### src/rtl/spi_filt_pkg.sv
package spi_filt_pkg;
    // diagnostic output source codes held in test register bits [3:2]
    typedef enum logic [1:0] {
        SRC_READ = 2'b00,
        SRC_SI   = 2'b01,
        SRC_COMP = 2'b10,
        SRC_OFF  = 2'b11
    } so_src_e;

    localparam int TST_CHAN   = 0;
    localparam int TST_DIAG   = 1;
    localparam int TST_SRC_LO = 2;
    localparam int TST_MODE   = 4;
endpackage

### src/rtl/spi_filt_sync.sv
module spi_filt_sync #(
    parameter int           W      = 4,
    parameter int           STAGES = 2,
    parameter logic [W-1:0] RST    = '0
) (
    input  logic         clk,
    input  logic         rst_n,
    input  logic [W-1:0] d,
    output logic [W-1:0] q
);
    logic [W-1:0] pipe_q [STAGES];
    logic [W-1:0] pipe_d [STAGES];

    always_comb begin
        pipe_d[0] = d;
        for (int i = 1; i < STAGES; i++) begin
            pipe_d[i] = pipe_q[i-1];
        end
    end

    always_ff @(posedge clk or negedge rst_n) begin
        if (!rst_n) begin
            for (int i = 0; i < STAGES; i++) pipe_q[i] <= RST;
        end else begin
            for (int i = 0; i < STAGES; i++) pipe_q[i] <= pipe_d[i];
        end
    end

    assign q = pipe_q[STAGES-1];
endmodule

### src/rtl/spi_filt_frame.sv
module spi_filt_frame #(
    parameter int WORD_W = 8,
    localparam int CNT_W = $clog2(WORD_W + 2)
) (
    input  logic              clk,
    input  logic              rst_n,
    input  logic              sck_s,
    input  logic              csn_s,
    input  logic              si_s,
    output logic              commit,
    output logic [WORD_W-1:0] word,
    output logic              cs_fall,
    output logic              sck_fall
);
    localparam logic [CNT_W-1:0] CNT_MAX  = CNT_W'(WORD_W + 1);
    localparam logic [CNT_W-1:0] CNT_GOOD = CNT_W'(WORD_W);

    typedef struct packed {
        logic              sck_p;
        logic              csn_p;
        logic              active;
        logic              bad;
        logic [CNT_W-1:0]  cnt;
        logic [WORD_W-1:0] shreg;
        logic              commit;
    } frame_t;

    frame_t st_d, st_q;
    logic cs_rise, sck_rise;

    assign cs_fall  =  st_q.csn_p & ~csn_s;
    assign cs_rise  = ~st_q.csn_p &  csn_s;
    assign sck_rise = ~st_q.sck_p &  sck_s;
    assign sck_fall =  st_q.sck_p & ~sck_s;

    always_comb begin
        st_d        = st_q;
        st_d.sck_p  = sck_s;
        st_d.csn_p  = csn_s;
        st_d.commit = 1'b0;
        if (cs_fall) begin
            st_d.active = 1'b1;
            st_d.bad    = sck_s;
            st_d.cnt    = '0;
        end else if (st_q.active) begin
            if (cs_rise) begin
                st_d.active = 1'b0;
                st_d.commit = ~st_q.bad & (st_q.cnt == CNT_GOOD) & ~sck_s;
            end else begin
                if (sck_rise) st_d.shreg = {st_q.shreg[WORD_W-2:0], si_s};
                if (sck_fall && st_q.cnt != CNT_MAX) st_d.cnt = st_q.cnt + 1'b1;
            end
        end
    end

    always_ff @(posedge clk or negedge rst_n) begin
        if (!rst_n) begin
            st_q       <= '0;
            st_q.csn_p <= 1'b1;
        end else begin
            st_q <= st_d;
        end
    end

    assign commit = st_q.commit;
    assign word   = st_q.shreg;
endmodule

### src/rtl/spi_filt_regbank.sv
module spi_filt_regbank #(
    parameter int WORD_W = 8,
    localparam int DATA_W = WORD_W - 2,
    localparam int SUB_W  = DATA_W - 1
) (
    input  logic              clk,
    input  logic              rst_n,
    input  logic              commit,
    input  logic [WORD_W-1:0] word,
    output logic [DATA_W-1:0] band,
    output logic [DATA_W-1:0] gain,
    output logic [DATA_W-1:0] integ,
    output logic [DATA_W-1:0] presc,
    output logic [DATA_W-1:0] test
);
    typedef struct packed {
        logic [DATA_W-1:0] band;
        logic [DATA_W-1:0] gain;
        logic [DATA_W-1:0] integ;
        logic [DATA_W-1:0] presc;
        logic [DATA_W-1:0] test;
    } bank_t;

    bank_t bk_d, bk_q;

    always_comb begin
        bk_d = bk_q;
        if (commit) begin
            unique case (word[WORD_W-1 -: 2])
                2'b00: bk_d.band  = word[DATA_W-1:0];
                2'b01: bk_d.gain  = word[DATA_W-1:0];
                2'b10: bk_d.integ = word[DATA_W-1:0];
                default: begin
                    if (word[DATA_W-1]) bk_d.test  = {1'b0, word[SUB_W-1:0]};
                    else                bk_d.presc = {1'b0, word[SUB_W-1:0]};
                end
            endcase
        end
    end

    always_ff @(posedge clk or negedge rst_n) begin
        if (!rst_n) bk_q <= '0;
        else        bk_q <= bk_d;
    end

    assign band  = bk_q.band;
    assign gain  = bk_q.gain;
    assign integ = bk_q.integ;
    assign presc = bk_q.presc;
    assign test  = bk_q.test;
endmodule

### src/rtl/spi_filt_somux.sv
module spi_filt_somux
    import spi_filt_pkg::*;
#(
    parameter int WORD_W = 8,
    localparam int DATA_W = WORD_W - 2
) (
    input  logic              clk,
    input  logic              rst_n,
    input  logic [DATA_W-1:0] test,
    input  logic [DATA_W-1:0] presc,
    input  logic              si_s,
    input  logic              comp_s,
    input  logic              cs_fall,
    input  logic              sck_fall,
    output logic              so
);
    typedef struct packed {
        logic [WORD_W-1:0] rdsh;
        logic              so;
    } mux_t;

    mux_t mx_d, mx_q;
    so_src_e src;

    assign src = so_src_e'(test[TST_SRC_LO +: 2]);

    always_comb begin
        mx_d = mx_q;
        if (cs_fall)       mx_d.rdsh = WORD_W'(presc);
        else if (sck_fall) mx_d.rdsh = {mx_q.rdsh[WORD_W-2:0], 1'b0};
        mx_d.so = 1'b0;
        if (test[TST_DIAG]) begin
            unique case (src)
                SRC_READ: mx_d.so = mx_q.rdsh[WORD_W-1];
                SRC_SI:   mx_d.so = si_s;
                SRC_COMP: mx_d.so = comp_s;
                default:  mx_d.so = 1'b0;
            endcase
        end
    end

    always_ff @(posedge clk or negedge rst_n) begin
        if (!rst_n) mx_q <= '0;
        else        mx_q <= mx_d;
    end

    assign so = mx_q.so;
endmodule

### src/rtl/spi_filt_regif.sv
module spi_filt_regif #(
    parameter int WORD_W      = 8,
    parameter int SYNC_STAGES = 2,
    localparam int DATA_W     = WORD_W - 2
) (
    input  logic              clk,
    input  logic              rst_n,
    input  logic              sck,
    input  logic              cs_n,
    input  logic              si,
    input  logic              comp_in,
    output logic              so,
    output logic [DATA_W-1:0] band_reg,
    output logic [DATA_W-1:0] gain_reg,
    output logic [DATA_W-1:0] integ_reg,
    output logic [DATA_W-1:0] presc_reg,
    output logic [DATA_W-1:0] test_reg
);
    logic [3:0]        pins_s;
    logic              sck_s, csn_s, si_s, comp_s;
    logic              commit, cs_fall, sck_fall;
    logic [WORD_W-1:0] word;

    spi_filt_sync #(.W(4), .STAGES(SYNC_STAGES), .RST(4'b0010)) u_sync (
        .clk(clk), .rst_n(rst_n),
        .d({comp_in, si, cs_n, sck}),
        .q(pins_s)
    );
    assign {comp_s, si_s, csn_s, sck_s} = pins_s;

    spi_filt_frame #(.WORD_W(WORD_W)) u_frame (
        .clk(clk), .rst_n(rst_n),
        .sck_s(sck_s), .csn_s(csn_s), .si_s(si_s),
        .commit(commit), .word(word),
        .cs_fall(cs_fall), .sck_fall(sck_fall)
    );

    spi_filt_regbank #(.WORD_W(WORD_W)) u_bank (
        .clk(clk), .rst_n(rst_n),
        .commit(commit), .word(word),
        .band(band_reg), .gain(gain_reg), .integ(integ_reg),
        .presc(presc_reg), .test(test_reg)
    );

    spi_filt_somux #(.WORD_W(WORD_W)) u_somux (
        .clk(clk), .rst_n(rst_n),
        .test(test_reg), .presc(presc_reg),
        .si_s(si_s), .comp_s(comp_s),
        .cs_fall(cs_fall), .sck_fall(sck_fall),
        .so(so)
    );
endmodule

### config.mk
export PLATFORM = sky130hd
export DESIGN_NAME = spi_filt_regif
export DESIGN_NICKNAME = d
export VERILOG_FILES = /design/src/rtl/spi_filt_pkg.sv /design/src/rtl/spi_filt_sync.sv /design/src/rtl/spi_filt_frame.sv /design/src/rtl/spi_filt_regbank.sv /design/src/rtl/spi_filt_somux.sv /design/src/rtl/spi_filt_regif.sv
export SDC_FILE = /design/constraint.sdc
export NUM_CORES = 1
export LEC_CHECK = 0
export ABC_CLOCK_PERIOD_IN_PS = 2140
export BUFFER_PORTS_ARGS = -buffer_cell sky130_fd_sc_hd__buf_2
export CAP_MARGIN = 20
export CORE_MARGIN = 4
export CORE_UTILIZATION = 50
export DETAILED_ROUTE_END_ITERATION = 16
export GPL_ROUTABILITY_DRIVEN = 0
export PLACE_DENSITY_LB_ADDON = 0.08
export REMOVE_ABC_BUFFERS = 1
export SYNTH_ARGS = -nofsm -noshare
export SYNTH_HDL_FRONTEND = slang
export SYNTH_HIERARCHICAL = 1
export SYNTH_SLANG_ARGS = --single-unit
### constraint.sdc
create_clock -name clk -period 2.14 [get_ports clk]
set_input_delay 0 -clock clk [delete_from_list [all_inputs] [get_ports clk]]
set_output_delay 0 -clock clk [all_outputs]
set_load 0.005 [all_outputs]
==> run metrics <==
status=completed; Max-Cap Viols=0; Synth Instances=178; DIE AREA=6367 um^2; CTS root buf=clkbuf_8; Remaining DRCs=0; synth top area cells=dfrtp_1 57%, mux2_2 17%, buf_4 3.2%; vias in the first global route=1643; Pwr Total=2.579 mW; Power Dens Cells=854.6 nW/um^2; postcts setup bufs=0; Post-DP HPWL=3279 um; Die H=79.80 um; Synth warnings=6; Critical Path RT=2360 ps; area leader, netlist=dfrtp_1; Routed WL per cell=16.37 um; fraction of registers with async set/reset=1.000; HP Class=input port to async pin; gr ovfl total=0; DRT Wirelength=4796 um; Rows=25; Data arrival, critical path=1860 ps; Fill cells=398; I/O Buffers=34; CTS H-tree lvls=3; Static Leak=1.556 nW; Least-Margin Pin Slew=762.6 ps; EDFF count, synth=0; layout cells sized above 1=0.4558; Area Growth Syn to Fin=17.09%; Reg clk slew, reported paths=70 ps; clk buf depth=2; Core Footprint=4848 um^2; TritonCTS clock tree=done; Final Hold Viols=0; worst skew pair latency=340 ps; Top Ports=37; IR drop worst, VDD=0.4952 mV; most numerous cell in the Yosys netlist=dfrtp_1; RSZ-0062 raised after global routing=no; Layout Skew=5.980 ps; DRT iter0 DRCs=34; Fin Setup TNS=0 ps; clk sink count=62; crit path kind=flop to flop; CTS buffer count=9; sequential share of the synthesized area=0.6034; via count=1514; Max Slew Vio Count=0; CP endpoint kind=flop; Max FO, Critical Path=4; number of antenna violations at the first check in global routing=0; setup violators final=0; largest net degree at the start of global routing=37; first-pass GRT wire length=8107 um; Detail Route Antenna Nets=0; fin nets=232; First-pass DRT Iterations=4; Yosys top cell area share=0.5728; post-synthesis register bit count=62; critical path launch point type=flop; GRT Overall Usage=0.1761; shortest period the worst path allows=1642 ps; Avg Vias per Cell=5.167; syn_area_per_cell=14.48 um^2; Ant. Diodes=0; ys flop type=dfrtp_1; Final Cycle Share=0.7673; Initial Util=0.5316; Netlist cell types=34; Netlist Area Pre-Place=2577 um^2; Slew headroom=0.4916; Peak Freq=609.0 MHz; Post-synth top cells=59 x dfrtp_1, 38 x mux2_2, 11 x buf_4; die width=79.80 um
-- area by class of cell --
cell class / count / area [um^2] / share of cell area
clock buffers: 9 / 123.9 / 0.04104
repair buffers: 43 / 250.2 / 0.08292
inverters: 5 / 18.77 / 0.006219
well taps: 67 / 83.83 / 0.02778
flip-flops and latches: 62 / 1555 / 0.5153
clock inverters: 7 / 72.57 / 0.02405
multi-input cells: 100 / 913.4 / 0.3027
-- through the flow --
| stage | hold slack (ps) | area, um^2 | util | setup WS [ps] | cells |
|---|---|---|---|---|---|
| 2_1_floorplan | -295.6 | 2487 | - | 485.4 | 167 |
| 3_3_place_gp | 89.53 | 2771 | 0.5716 | 578.2 | 272 |
| 3_5_place_dp | 107.6 | 2771 | 0.5716 | 539.3 | 272 |
| 4_1_cts | 276.8 | 3018 | 0.6225 | 497.2 | 293 |
| 5_1_grt | 283.5 | 3018 | 0.6225 | 433.1 | 293 |
| 6_report | 263.1 | 3018 | 0.6225 | 498.1 | 293 |
-- timing repair --
item                                   in CTS  in global routing
endpoints found under the hold margin      36                  0
gates resized for setup                     0                  0
hold buffers                                5                  0
-- final timing paths --
path	from	depth (start not counted)	endpoint	slack [ps]
setup reg to reg	u_frame/st_q[15]	5	u_frame/st_q[9]	500
hold reg to reg	u_sync/pipe_d[1]	0	u_sync/q[1]	360
hold / removal	rst_n	2	u_bank/test[0]	260
min in group clk	si	2	u_sync/pipe_d[2]	290
max in group asynchronous	rst_n	3	u_frame/st_q[15]	1100
setup / recovery	u_frame/st_q[15]	5	u_frame/st_q[9]	500
-- per-layer routing --
layer,track usage,vias up,share of wire
met2,0.2905,44,0.51
met3,0.06772,11,0.052
met1,0.2003,757,0.42
met4,0.08446,0,0.022
li1,-,702,-
met5,0,-,0
-- cells by family (layout without fill, tap and decap cells) --
logic type,Yosys count,in the layout,synth area share
compound gates,12,12,0.02913
fa+ha+maj,5,5,0.02427
buf+inv,17,64,0.04369
flops,62,62,0.6034
mux,46,46,0.1971
other cells,1,2,0.001455
simple gates,35,35,0.1010
-- worst max-delay path, cell delays in order (launching register included) --
cell       delay (ps)
dfstp_2           540
inv_1              40
ha_1              210
nand4bb_1         250
o21a_1            230
mux2_2            260
-- where the power goes --
group          total [mW]  leakage [nW]  switching, mW  internal (mW)
combinational       0.182         0.635         0.0786          0.103
clock               0.996        0.0956          0.458          0.538
sequential           1.40         0.825          0.146           1.26
total                2.58          1.56          0.682           1.90
-- cell usage in the layout (no fill, tap or decap), types with 2 or more instances in the layout --
| cell | n |
|---|---|
| nand3b_2 | 2 |
| ha_1 | 5 |
| nand4_1 | 2 |
| nor2_1 | 2 |
| nand3b_1 | 4 |
| clkinvlp_4 | 2 |
| o21ai_0 | 2 |
| dlygate4sd3_1 | 5 |
| mux2_2 | 38 |
| inv_1 | 5 |
| buf_2 | 34 |
| nand4bb_1 | 2 |
| nand2_1 | 6 |
| dfrtp_1 | 59 |
| clkbuf_8 | 9 |
| o21ai_1 | 5 |
| buf_4 | 4 |
| dfstp_2 | 3 |
| o211ai_1 | 2 |
| nand2b_1 | 3 |
| nand4b_1 | 2 |
| nand3_1 | 2 |
| mux2i_1 | 8 |
| conb_1 | 2 |
| clkinv_2 | 2 |
(Power assumes the default switching activity.)
